### config.mk
export PLATFORM = sky130hd
export DESIGN_NAME = chain_adc_shifter
export DESIGN_NICKNAME = d
export VERILOG_FILES = /design/src/rtl/chain_adc_pkg.sv /design/src/rtl/cas_sync_edge.sv /design/src/rtl/cas_conv_timer.sv /design/src/rtl/cas_shift_reg.sv /design/src/rtl/chain_adc_shifter.sv
export SDC_FILE = /design/constraint.sdc
export NUM_CORES = 1
export LEC_CHECK = 0
export BUFFER_PORTS_ARGS = -buffer_cell sky130_fd_sc_hd__buf_2
export CORE_MARGIN = 3
export CORE_UTILIZATION = 54
export CTS_CLUSTER_DIAMETER = 100
export DETAILED_ROUTE_END_ITERATION = 10
export PLACE_DENSITY = 0.8
export SYNTH_ARGS = -nofsm -noshare
export SYNTH_HDL_FRONTEND = slang
export SYNTH_SLANG_ARGS = --single-unit
### constraint.sdc
create_clock -name clk -period 1.88 [get_ports clk]
set_input_delay 0.564 -clock clk [delete_from_list [all_inputs] [get_ports clk]]
set_output_delay 0.564 -clock clk [all_outputs]
set_load 0.01 [all_outputs]
### src/rtl/chain_adc_pkg.sv
package chain_adc_pkg;
  typedef enum logic [1:0] {
    PH_ACQ   = 2'd0,
    PH_CONV  = 2'd1,
    PH_SHIFT = 2'd2
  } phase_e;
endpackage

### src/rtl/cas_sync_edge.sv
module cas_sync_edge #(
  parameter int STAGES = 2
) (
  input  logic clk,
  input  logic rst,
  input  logic pin_i,
  output logic lvl_o,
  output logic prev_o
);
  logic [STAGES-1:0] chain_q;
  logic              prev_q;

  generate
    if (STAGES == 1) begin : g_one
      always_ff @(posedge clk) begin
        if (rst) chain_q <= '0;
        else     chain_q <= pin_i;
      end
    end else begin : g_many
      always_ff @(posedge clk) begin
        if (rst) chain_q <= '0;
        else     chain_q <= {chain_q[STAGES-2:0], pin_i};
      end
    end
  endgenerate

  always_ff @(posedge clk) begin
    if (rst) prev_q <= 1'b0;
    else     prev_q <= chain_q[STAGES-1];
  end

  assign lvl_o  = chain_q[STAGES-1];
  assign prev_o = prev_q;
endmodule

### src/rtl/cas_conv_timer.sv
module cas_conv_timer #(
  parameter int CYCLES = 64
) (
  input  logic clk,
  input  logic rst,
  input  logic run_i,
  output logic done_o
);
  localparam int CW = (CYCLES > 1) ? $clog2(CYCLES) : 1;
  localparam logic [CW-1:0] LAST = CW'(CYCLES - 1);

  logic [CW-1:0] cnt_q;

  always_ff @(posedge clk) begin
    if (rst || !run_i)     cnt_q <= '0;
    else if (cnt_q != LAST) cnt_q <= cnt_q + 1'b1;
  end

  assign done_o = run_i && (cnt_q == LAST);


  cnt_bound_chk: assert property (@(posedge clk) disable iff (rst)
    (32'(cnt_q) < CYCLES));


  cnt_restart_chk: assert property (@(posedge clk) disable iff (rst)
    !run_i |=> (cnt_q == '0));
endmodule

### src/rtl/cas_shift_reg.sv
module cas_shift_reg #(
  parameter int W = 16
) (
  input  logic         clk,
  input  logic         rst,
  input  logic         clear_i,
  input  logic         load_i,
  input  logic         shift_i,
  input  logic [W-1:0] word_i,
  input  logic         ser_i,
  output logic         msb_o
);
  logic [W-1:0] word_q;

  always_ff @(posedge clk) begin
    if (rst || clear_i) word_q <= '0;
    else if (load_i)    word_q <= word_i;
    else if (shift_i)   word_q <= {word_q[W-2:0], ser_i};
  end

  assign msb_o = word_q[W-1];


  shift_lsb_chk: assert property (@(posedge clk) disable iff (rst)
    (shift_i && !load_i && !clear_i) |=> (word_q[0] == $past(ser_i)));
endmodule

### src/rtl/chain_adc_shifter.sv
module chain_adc_shifter
  import chain_adc_pkg::*;
#(
  parameter int WORD_W      = 16,
  parameter int CONV_CYCLES = 64,
  parameter int SYNC_STAGES = 2
) (
  input  logic              clk,
  input  logic              rst,
  input  logic              convst_i,
  input  logic              sclk_i,
  input  logic              sdi_i,
  input  logic [WORD_W-1:0] result_i,
  output logic              sdo_o
);
  phase_e st_q;
  logic cv_lvl, cv_prev, ck_lvl, ck_prev, sd_lvl, sd_prev;
  logic cv_rise, cv_fall, ck_fall;
  logic conv_done, do_load, do_shift;

  cas_sync_edge #(.STAGES(SYNC_STAGES)) u_sync_cv (
    .clk(clk), .rst(rst), .pin_i(convst_i), .lvl_o(cv_lvl), .prev_o(cv_prev));
  cas_sync_edge #(.STAGES(SYNC_STAGES)) u_sync_ck (
    .clk(clk), .rst(rst), .pin_i(sclk_i), .lvl_o(ck_lvl), .prev_o(ck_prev));
  cas_sync_edge #(.STAGES(SYNC_STAGES)) u_sync_sd (
    .clk(clk), .rst(rst), .pin_i(sdi_i), .lvl_o(sd_lvl), .prev_o(sd_prev));

  assign cv_rise = cv_lvl && !cv_prev;
  assign cv_fall = !cv_lvl && cv_prev;
  assign ck_fall = !ck_lvl && ck_prev;

  cas_conv_timer #(.CYCLES(CONV_CYCLES)) u_timer (
    .clk(clk), .rst(rst), .run_i(st_q == PH_CONV), .done_o(conv_done));

  always_ff @(posedge clk) begin
    if (rst) begin
      st_q <= PH_ACQ;
    end else begin
      case (st_q)
        PH_ACQ:   if (cv_rise && !sd_lvl && !ck_lvl) st_q <= PH_CONV;
        PH_CONV:  if (cv_fall) st_q <= PH_ACQ;
                  else if (conv_done) st_q <= PH_SHIFT;
        PH_SHIFT: if (cv_fall) st_q <= PH_ACQ;
        default:  st_q <= PH_ACQ;
      endcase
    end
  end

  assign do_load  = (st_q == PH_CONV) && conv_done && !cv_fall;
  assign do_shift = (st_q == PH_SHIFT) && ck_fall && !cv_fall;

  // sd_prev is aligned with ck_prev: the level held just before the fall
  cas_shift_reg #(.W(WORD_W)) u_shreg (
    .clk(clk), .rst(rst), .clear_i(cv_fall), .load_i(do_load),
    .shift_i(do_shift), .word_i(result_i), .ser_i(sd_prev), .msb_o(sdo_o));


  mode_refuse_chk: assert property (@(posedge clk) disable iff (rst)
    (st_q == PH_ACQ && (sd_lvl || ck_lvl)) |=> (st_q == PH_ACQ));


  conv_hold_chk: assert property (@(posedge clk) disable iff (rst)
    (st_q == PH_CONV && !conv_done && !cv_fall) |=> !sdo_o);


  shift_hold_chk: assert property (@(posedge clk) disable iff (rst)
    (st_q == PH_SHIFT && !ck_fall && !cv_fall) |=> $stable(sdo_o));


  abort_chk: assert property (@(posedge clk) disable iff (rst)
    cv_fall |=> (st_q == PH_ACQ && !sdo_o));


  load_msb_chk: assert property (@(posedge clk) disable iff (rst)
    do_load |=> (st_q == PH_SHIFT && sdo_o == $past(result_i[WORD_W-1])));


  acq_low_chk: assert property (@(posedge clk) disable iff (rst)
    (st_q == PH_ACQ && $past(st_q) == PH_ACQ) |-> !sdo_o);
endmodule

* Word level (Yosys, flattened, before mapping)
Index checks and enable logic that the tools add are counted.
Storage, ports and cells: word-level logic and storage cells 45, register bits 33, input port bits 21
Cells by class: reductions and logical operators 21, mux-type cells 7, equality and inequality tests 7, add/sub/neg operators 1
Operators with widths (count):
- two-way mux 16 bit | 2
- logical AND 1 bit | 10
- two-way mux 2 bit | 4
- adder 6 x 1 -> 6 bit, second input constant | 1
- == test 6 bit, second input constant | 1
- logical NOT 1 bit | 6
- inequality test 6 bit, second input constant | 1
- one-hot mux 2 bit (3 select lines) | 1
- inequality test 2 bit, second input constant | 2
- inequality test 3 bit, second input constant | 1
- AND reduction 3 bit | 1
- == test 2 x 1 -> 1 bit, second input constant | 1
- == test 2 bit, second input constant | 1
- logical NOT 2 bit | 1
- logical OR 1 bit | 2
- nonzero test 2 bit | 1

* Logic depth before layout (Yosys ltp)
Gate-level depths: netlist of run 1.
depth in word-level cells 6, mapped depth 6, depth with buffers taken out 5

* Modules after synthesis
From an unflattened synthesis of run 1, not the netlist that was laid out.
Second synthesis, totals: cells, all modules 134, area, all modules 1502.7 um2
Modules (own cells, without submodules):
- cas_shift_reg | sequential area each 320.3 um2, instances 1, area each 853.3 um2, cells an instance 71
- cas_conv_timer | sequential area each 120.1 um2, instances 1, area each 280.3 um2, cells an instance 30
- cas_sync_edge | sequential area each 60.1 um2, instances 3, area each 78.8 um2, cells an instance 6
- chain_adc_shifter | sequential area each 40.0 um2, instances 1, area each 132.6 um2, cells an instance 15

* Least setup slack after synthesis of run 1
Ideal clock, no wire load.
kind register -> register, start register u_timer.cnt_q[0], end register u_shreg.word_q[15], data arrival time 1.249 ns, setup slack 0.546 ns, stages on the path, launching flop included 7, path through dfxtp_1 > ha_1 > nand2_1 > nand4b_4 > buf_2 > nor2_1 > a211oi_1
Between the ends: longest elaborated chain between the ends 5, elaborated cells on any way between the ends 6, those cells by class eq/ne (1); mux (1); reduce/logical (4)
RTL lines:
- start, declared | RTL line cas_conv_timer.sv:12 | logic [CW-1:0] cnt_q;
- start signal, assigned | RTL line cas_conv_timer.sv:16 | else if (cnt_q != LAST) cnt_q <= cnt_q + 1'b1;
- == test 6 bit (*) | RTL line cas_conv_timer.sv:19 | assign done_o = run_i && (cnt_q == LAST);
- logical AND 1 bit (*) | RTL line cas_conv_timer.sv:19
- logical AND 1 bit (*) (2 in a row) | RTL line chain_adc_shifter.sv:49 | assign do_load = (st_q == PH_CONV) && conv_done && !cv_fall;
- two-way mux 16 bit or nonzero test 2 bit (tied branches)
- end signal, assigned | RTL line cas_shift_reg.sv:17 | else if (load_i) word_q <= word_i;
- end signal, assigned | RTL line cas_shift_reg.sv:18 | else if (shift_i) word_q <= {word_q[W-2:0], ser_i};
- end, declared | RTL line cas_shift_reg.sv:13 | logic [W-1:0] word_q;
Every way passes the cells marked *; elsewhere a longest branch is shown, timed or not. A chain may end at the register's enable or synchronous reset.

* Worst setup path in the final report of run 1
start register u_timer.cnt_q[0], end register u_shreg.word_q[5]
The elaborated chain is that of the path after synthesis.

==> impl_metrics.tcl, run 1 <==
set metrics [dict create \
    critPathArrivalTime_ns 1.87 \
    synth_area_leaders "dfxtp_1 47%, mux2i_1 11%, nor2_1 6.4%" \
    htree_levels 2 \
    instances_no_fill 184 \
    syn_avg_cell_area_um2 10.5 \
    p_total_mw 1.10 \
    synth.top_cell.area_share_pct 47.0 \
    area_delta_synth_final_pct 10.7 \
    irDropWorstVdd_mv 0.604 \
    ys_ff_latch 33 \
    clock.fmax_mhz 605 \
    postLayoutCellArea_um2 1560 \
    leakagePower_nw 0.696 \
    synth_seq_area_share_pct 47.0 \
    cp-start-kind "flip-flop" \
    num_vias 995 \
    start_util_pct 60.1 \
    grtUsageMet3_pct 4.98 \
    track_usage_pct 15.5 \
    dpl-instance-area_um2 1510 \
    cts_setup_buffers 0 \
    finalCritPeriodShare_pct 88.0 \
    layout-drive-gt1-share_pct 26.9 \
    die_w_um 57.0 \
    use_met1_pct 16.8 \
    synth_cells 134 \
    grt_pass1_vias 973 \
    cts_sinks 33 \
    critPathKind "reg -> reg" \
    pwr_density_cell_nw_per_um2 710 \
    worstPathRequired_ns 2.10 \
    dpl.cell_count 178 \
    yosys.area.top_type "dfxtp_1" \
    hp-class "reg -> reg" \
    skew_ns 0.0115 \
    grt_max_degree 20 \
    path_clk_slew_ns 0.09 \
    antenna_left 0 \
    post-dp-hpwl_um 1690 \
    hold_viol 0 \
    clk_path_buf_depth 2 \
    fillerInstances 194 \
    ctsResizeCount 0 \
    grt_first_pass_wirelength_um 3900 \
    dieArea_um2 3250 \
    synthesis.area_um2 1410 \
    wl_per_cell_um 12.5 \
    clock_latency_ns 0.33 \
    period_minus_slack_ns 1.65 \
    ios 22 \
    grtUsageMet2_pct 26.3 \
    tritoncts "done" \
    io_buffers 21 \
    totalWireLength_um 2300 \
    rows 17 \
    antenna_cells 0 \
    clockRootBuffer "clkbuf_4" \
    design.core.area_um2 2340 \
    status "completed" \
    finalSetupViolCount 0 \
    grt_busiest_layer "met2" \
    grt-ovfl-total 0 \
    cp-end-kind "flip-flop" \
    finalWeightedCongestion 0.836 \
    cts_buffers 5 \
    drt-vias-per-instance 5.41 \
    antenna_found_initial 0 \
    synth_cell_type_count 31 \
    syn-num-nets 156 \
    crit_fanout 19 \
    drt_iter0_markers 25 \
    tightest_slew_ns 0.388 \
    hold_buffers 0 \
    final_max_slew_viol_count 0 \
    rsz0062_at_grt "false" \
    dr.pass1.iters 4 \
    die_h_um 57.0 \
    drc_errors 0 \
    maxSlewHeadroom_pct 74.1 \
    yosys_warnings 0 \
    fin_nets 179 \
    maxCapViolations 0 \
    fin_setup_tns_ns 0 \
]
critical path, stage by stage (launching register included):
cell	delay, ns
dfxtp_1	0.38
ha_1	0.26
nand2_1	0.11
nand4b_4	0.29
buf_4	0.27
nor2_1	0.16
a211oi_2	0.06
flip-flops by register name, indices dropped and copies added, names as in the netlist:
| signal | cells |
|---|---|
| u_timer.cnt_q | 6 |
| u_sync_cv.prev_o | 1 |
| u_sync_sd.prev_o | 1 |
| u_sync_ck.chain_q | 2 |
| u_sync_sd.chain_q | 2 |
| u_sync_ck.prev_o | 1 |
| u_sync_cv.chain_q | 2 |
| st_q | 2 |
| u_shreg.word_q | 16 |
final timing paths:
| check | startpoint | to | slack, ns | depth (start not counted) |
|---|---|---|---|---|
| worst min register to register | u_sync_ck.chain_q[0] | u_sync_ck.chain_q[1] | 0.44 | 1 |
| worst max register to register | u_timer.cnt_q[0] | u_shreg.word_q[5] | 0.23 | 6 |
| worst min-delay path | u_sync_ck.chain_q[0] | u_sync_ck.chain_q[1] | 0.44 | 1 |
| worst max-delay path | u_timer.cnt_q[0] | u_shreg.word_q[5] | 0.23 | 6 |
synthesized netlist by cell type (all sizes together):
master  number
a211oi      15
a21oi        2
a31oi        2
and3         2
and3b        1
buf          5
clkbuf       2
dfxtp       33
ha           1
mux2i       16
nand2        2
nand2b       4
nand3        2
nand4        2
nand4b       1
nor2        25
nor2b       10
nor3         3
nor4         1
nor4bb       1
o21ai        1
or4b         1
xnor2        1
xor2         1
kinds of logic after synthesis:
kind of cell	synth area share, %
XOR/XNOR	1.25
flip-flops	47.0
AND/OR/NAND/NOR	24.0
multiplexers	11.4
adder cells (fa/ha/maj)	0.890
buffers and inverters	3.38
AO/OA/AOI/OAI	12.1
metal layers:
layer	part of all wire, %	wire length (µm)
met1	44	1010
met2	49	1140
met3	4.7	109
met4	2.0	46
met5	0	0
area by class of cell:
class,instances,area (µm²),share of cell area (%)
clock buffers,5,37.5,2.41
well taps,28,35.0,2.25
repair buffers,23,120,7.72
flip-flops and latches,33,661,42.5
clock inverters,1,5.00,0.322
multi-input cells,94,697,44.8
through the flow:
step	hold slack (ns)	utilization (%)	setup WS [ns]
after floorplan	0.414	-	0.546
after global placement	0.417	64.7	0.326
after detailed placement	0.425	64.7	0.224
after CTS	0.433	66.5	0.215
after global routing	0.442	66.5	0.0882
final	0.440	66.5	0.227
layout by cell type, fill, tap and decap left out, drive strengths merged:
cell,count
dfxtp,33
nor2,25
buf,23
mux2i,16
a211oi,15
nor2b,10
clkbuf,5
nand2b,4
nor3,3
nand2,2
a21oi,2
nand3,2
a31oi,2
nand4,2
and3,2
nand4b,1
and3b,1
nor4,1
or4b,1
o21ai,1
nor4bb,1
xor2,1
xnor2,1
ha,1
clkinv,1
where the power goes:
group / total (mW) / switching [mW] / internal (mW)
Clock: 0.339 / 0.209 / 0.129
Combinational: 0.0523 / 0.0255 / 0.0268
Sequential: 0.712 / 0.00465 / 0.708
Total: 1.10 / 0.240 / 0.864
No activity file was read; power rests on OpenSTA's default activity.
==> run 2: changes to the inputs <==
--- a/config.mk
+++ b/config.mk
@@ -5,12 +5,13 @@
 export SDC_FILE = /design/constraint.sdc
 export NUM_CORES = 1
 export LEC_CHECK = 0
+export ABC_AREA = 1
 export BUFFER_PORTS_ARGS = -buffer_cell sky130_fd_sc_hd__buf_2
 export CORE_MARGIN = 3
-export CORE_UTILIZATION = 54
-export CTS_CLUSTER_DIAMETER = 100
+export CORE_UTILIZATION = 56
+export CTS_CLUSTER_DIAMETER = 60
 export DETAILED_ROUTE_END_ITERATION = 10
-export PLACE_DENSITY = 0.8
+export PLACE_DENSITY = 0.81
 export SYNTH_ARGS = -nofsm -noshare
 export SYNTH_HDL_FRONTEND = slang
 export SYNTH_SLANG_ARGS = --single-unit
==> run 2 against run 1 <==
Flip-flop and latch count did not move. Clock power rose by 34%. Via count rose by 34%. Utilization rose by 1.5 points. Die area rose by 6.4%. Power rose by 11%. Synthesized area rose by 11%. Global-route usage rose by 3.9 points. Non-clock buffer count rose by 1. Combinational power rose by 12%. Sequential power barely moved. Largest power group unchanged.
==> impl_metrics.tcl, run 2 <==
set metrics [dict create \
    tritoncts "done" \
    hp-class "reg -> reg" \
    antenna_cells 0 \
    io_buffers 21 \
    area_delta_synth_final_pct 11.7 \
    period_minus_slack_ns 1.52 \
    antenna_found_initial 0 \
    num_vias 1332 \
    ios 22 \
    clockRootBuffer "clkbuf_4" \
    top_register "u_shreg.word_q" \
    maxSlewHeadroom_pct 72.1 \
    synthesis.area_um2 1560 \
    finalCritPeriodShare_pct 80.7 \
    yosys.area.top_type "dfxtp_1" \
    reg_top3 "u_shreg.word_q x16, u_timer.cnt_q x6" \
    cp-end-kind "flip-flop" \
    ys_ff_latch 33 \
    cts_sinks 33 \
    maxCapViolations 0 \
    grt_first_pass_wirelength_um 5110 \
    cts_buffers 5 \
    htree_levels 2 \
    finalWeightedCongestion 0.788 \
    critPathArrivalTime_ns 1.73 \
    design.core.area_um2 2570 \
    irDropWorstVdd_mv 0.482 \
    grt_busiest_layer "met2" \
    finalSetupViolCount 0 \
    critPathKind "reg -> reg" \
    yosys_warnings 0 \
    dr.pass1.iters 4 \
    mostFrequentLayoutCells "55 x nor2_1, 33 x inv_1, 33 x dfxtp_1" \
    synth_common_cells "55 x nor2_1, 33 x dfxtp_1, 33 x inv_1" \
    pwr_density_cell_nw_per_um2 701 \
    crit_fanout 16 \
    final_common_cell "nor2_1" \
    antenna_left 0 \
    synth_most_common_cell "nor2_1" \
    grt_max_degree 18 \
    hold_viol 0 \
    synth_seq_area_share_pct 42.3 \
    start_util_pct 60.8 \
    hold_buffers 0 \
    synth_area_leaders "dfxtp_1 42%, nor2_1 13%, nand3_1 10%" \
    path_clk_slew_ns 0.10 \
    grtUsageMet3_pct 5.04 \
    fin_setup_tns_ns 0 \
    synthFlopType "dfxtp_1" \
    synth.top_cell.area_share_pct 42.3 \
    dieArea_um2 3460 \
    rsz0062_at_grt "false" \
    synth_cell_type_count 25 \
    p_total_mw 1.22 \
    totalWireLength_um 2820 \
    ctsResizeCount 0 \
    fin_nets 266 \
    syn-num-nets 242 \
    wl_per_cell_um 10.3 \
    cp-start-kind "flip-flop" \
    drt-vias-per-instance 4.84 \
    drt_iter0_markers 64 \
    drc_errors 0 \
    status "completed" \
    syn_avg_cell_area_um2 7.10 \
    synth_cells 220 \
    synth-edff-count 0 \
    grt_pass1_vias 1214 \
    final_max_slew_viol_count 0 \
    rows 18 \
    clock.fmax_mhz 659 \
    leakagePower_nw 0.804 \
    worstPathRequired_ns 2.10 \
    clk_path_buf_depth 2 \
    use_met1_pct 24.2 \
    tightest_slew_ns 0.418 \
    cts_setup_buffers 0 \
    track_usage_pct 19.4 \
    post-dp-hpwl_um 1950 \
    clock_latency_ns 0.34 \
    fillerInstances 245 \
    layout-drive-gt1-share_pct 21.6 \
    grt-ovfl-total 0 \
    skew_ns 0.0100 \
    synthArstFlopShare_pct 0 \
    die_h_um 58.8 \
    die_w_um 58.8 \
    largest_register_ffs 16 \
    grtUsageMet2_pct 31.1 \
]
run 2: cell count changes in the layout (fill, tap and decap cells not counted), moves of 6 or more:
cell / delta
a211oi_1: -8
a211oi_2: -6
nor2b_1: -9
inv_1: +33
nand3_1: +30
nor2_2: +9
nor2_1: +31
nand2_1: +22
mux2i_1: -16
run 2: kinds of logic after synthesis:
logic type / share of synthesized area (%)
buffers and inverters: 11.5
AOI/OAI and AO/OA: 2.72
DFF: 42.3
xor gates and xnor gates: 0.561
and+or+nand+nor: 42.1
adders and majority gates: 0.801
run 2: metrics by stage:
step	utilization, %	setup slack [ns]	cell area (µm²)	cells	hold WS (ns)
global placement	65.2	0.392	1670	267	0.388
detailed placement	65.2	0.378	1670	267	0.396
CTS	67.9	0.344	1740	275	0.409
finish	67.9	0.363	1740	275	0.406
global route	67.9	0.180	1740	275	0.429
floorplan	-	0.465	1560	220	0.388
run 2: worst max-delay path, stage by stage (launching register included):
cell,delay [ns]
dfxtp_1,0.39
ha_1,0.17
nand2_1,0.15
nor2_8,0.16
nand2_4,0.09
nand2_4,0.22
nor2_2,0.05
nor2_1,0.12
nor2_1,0.05
run 2: final cells by class:
type	instances	area [µm²]	area share (%)
Multi-Input combinational cell	146	721	41.3
Sequential cell	33	661	37.9
Timing Repair Buffer	24	128	7.32
Inverter	34	128	7.32
Clock buffer	7	65.1	3.73
Tap cell	30	37.5	2.15
Clock inverter	1	5.00	0.287
run 2: path summary, 6_finish.rpt:
| check | start | to | slack, ns | cells past startpoint |
|---|---|---|---|---|
| hold reg to reg | u_sync_cv.chain_q[0] | u_sync_cv.chain_q[1] | 0.41 | 2 |
| setup / recovery | u_timer.cnt_q[0] | u_shreg.word_q[15] | 0.36 | 8 |
| setup reg to reg | u_timer.cnt_q[0] | u_shreg.word_q[15] | 0.36 | 8 |
| hold / removal | u_sync_cv.chain_q[0] | u_sync_cv.chain_q[1] | 0.41 | 2 |
run 2: power by group:
group,leakage (nW),internal [mW],switching (mW)
clock,0.0413,0.217,0.236
combinational,0.496,0.0237,0.0347
sequential,0.267,0.708,0.00410
total,0.804,0.948,0.275
run 2: routing by layer:
metal	share of wire, %	wire length [µm]
met1	47	1330
met2	46	1310
met3	4.7	132
met4	2.0	56
met5	0	0
==> run 3: changes to the inputs <==
--- a/config.mk
+++ b/config.mk
@@ -8,10 +8,10 @@
 export ABC_AREA = 1
 export BUFFER_PORTS_ARGS = -buffer_cell sky130_fd_sc_hd__buf_2
 export CORE_MARGIN = 3
-export CORE_UTILIZATION = 56
+export CORE_UTILIZATION = 50
 export CTS_CLUSTER_DIAMETER = 60
 export DETAILED_ROUTE_END_ITERATION = 10
-export PLACE_DENSITY = 0.81
+export PLACE_DENSITY = 0.77
 export SYNTH_ARGS = -nofsm -noshare
 export SYNTH_HDL_FRONTEND = slang
 export SYNTH_SLANG_ARGS = --single-unit
==> constraint.sdc (replaced) <==
create_clock -name clk -period 1.3 [get_ports clk]
set_input_delay 0.39 -clock clk [delete_from_list [all_inputs] [get_ports clk]]
set_output_delay 0.39 -clock clk [all_outputs]
set_load 0.01 [all_outputs]
==> run 3 against run 2 <==
Cell area up 5.5%. Utilization is 3.9 points lower. Sequential power is 45% higher. Largest power group unchanged. Worst setup slack got worse by 0.34 ns. Non-clock buffer count is 5 higher. Register-to-register slack worse by 0.34 ns. Via count is 1.7% higher.
==> impl_metrics.tcl, run 3 (synthesized netlist as in run 2, its figures left out) <==
set metrics [dict create \
    clockRootBuffer "clkbuf_4" \
    final_max_slew_viol_count 0 \
    final_common_cell "nor2_1" \
    clock.fmax_mhz 785 \
    design.core.area_um2 2880 \
    drt-vias-per-instance 4.64 \
    irDropWorstVdd_mv 0.691 \
    grt-ovfl-total 0 \
    p_total_mw 1.78 \
    hp-start "sdi_i" \
    fin_setup_tns_ns 0 \
    skew_ns 0.00641 \
    path_clk_slew_ns 0.10 \
    postLayoutCellArea_um2 1840 \
    worstPathRequired_ns 1.52 \
    pre_cts_ws_ns -0.00829 \
    dpl-instance-area_um2 1760 \
    cts_setup_buffers 0 \
    cts_buffers 5 \
    reg2reg_from "u_timer.cnt_q[0]" \
    tightest_slew_ns 0.462 \
    num_vias 1355 \
    status "completed" \
    dpl.cell_count 284 \
    mostFrequentLayoutCells "55 x nor2_1, 33 x inv_1, 32 x nand3_1" \
    maxCapViolations 0 \
    dr.pass1.iters 4 \
    finalCritPeriodShare_pct 98.0 \
    dieArea_um2 3830 \
    clk_path_buf_depth 2 \
    critPathKind "reg -> reg" \
    leakagePower_nw 0.851 \
    grt_first_pass_wirelength_um 4690 \
    crit_fanout 16 \
    whs_ns 0.249 \
    hp-class "in -> reg" \
    cts_sinks 33 \
    largest_register_ffs 16 \
    fin_util_pct 64.0 \
    die_h_um 61.9 \
    antenna_left 0 \
    fin_nets 271 \
    wl_per_cell_um 9.83 \
    ios 22 \
    critPathArrivalTime_ns 1.50 \
    reg_top3 "u_shreg.word_q x16, u_timer.cnt_q x6" \
    cp-start-kind "flip-flop" \
    drc_errors 0 \
    fillerInstances 282 \
    pwr_density_cell_nw_per_um2 967 \
    layout-drive-gt1-share_pct 24.8 \
    antenna_found_initial 0 \
    totalWireLength_um 2870 \
    cp-end-kind "flip-flop" \
    grt_pass1_vias 1157 \
    tritoncts "done" \
    finalSetupViolCount 0 \
    period_minus_slack_ns 1.27 \
    io_buffers 21 \
    finalWeightedCongestion 0.744 \
    track_usage_pct 17.0 \
    top_register "u_shreg.word_q" \
    multiInputGateArea_um2 749 \
    rows 19 \
    instances_no_fill 292 \
    rsz0062_at_grt "true" \
    maxSlewHeadroom_pct 69.2 \
    drt_iter0_markers 63 \
    startpoint "u_timer.cnt_q[0]" \
    seq_area_um2 663 \
    start_util_pct 54.3 \
    hold_viol 0 \
    die_w_um 61.9 \
    post-dp-hpwl_um 1990 \
    grt_max_degree 17 \
    fin_ws_ns 0.0260 \
    clock_latency_ns 0.34 \
    area_delta_synth_final_pct 17.9 \
    antenna_cells 0 \
    htree_levels 2 \
]
==> run 3: cell types whose count changed in the layout (fill, tap and decap cells not counted), sizes merged <==
cell,previous run,this run
buf,24,29
==> run 3: report_power, final <==
| part | internal [mW] | leakage, nW | switching [mW] | total [mW] |
|---|---|---|---|---|
| logic | 0.0395 | 0.541 | 0.0515 | 0.0910 |
| registers | 1.02 | 0.268 | 0.00608 | 1.03 |
| clock network | 0.313 | 0.0413 | 0.345 | 0.658 |
==> run 3: area by class of cell <==
class,count,area share [%]
Sequential cell,33,36.0
Timing Repair Buffer,29,9.65
Clock inverter,1,0.272
Tap cell,42,2.86
Clock buffer,7,3.54
Multi-Input combinational cell,146,40.7
Inverter,34,6.93
==> run 3: path summary, 6_finish.rpt <==
path | to | slack, ns | cells after the start
max reg2reg | u_shreg.word_q[1] | 0.03 | 8
max | u_shreg.word_q[1] | 0.03 | 8
min | u_sync_sd.chain_q[0] | 0.25 | 3
min reg2reg | u_sync_cv.chain_q[1] | 0.41 | 2
==> run 3: critical path, stage by stage, from the launching register on <==
cell and delay, ns:
dfxtp_2 0.38, ha_4 0.15, nand2_4 0.07, nor2_8 0.12
nand2_4 0.08, nand2_8 0.14, nor2_2 0.05, nor2_1 0.12
nor2_1 0.05
==> run 3: what timing repair did <==
action / 4_1_cts / 5_1_grt
hold buffers: 0 / 0
pin swaps: 0 / 1
endpoints found under the setup margin: 9 / 15
gates cloned: 0 / 0
resized for setup: 1 / 0
==> run 3: routing by layer <==
metal | up-vias | GRT usage (%) | part of all wire (%)
met3 | 8 | 4.96 | 5.2
met2 | 28 | 28.0 | 47
met1 | 589 | 19.8 | 46
met4 | 0 | 9.09 | 2.3
met5 | - | 0 | 0
li1 | 730 | - | -
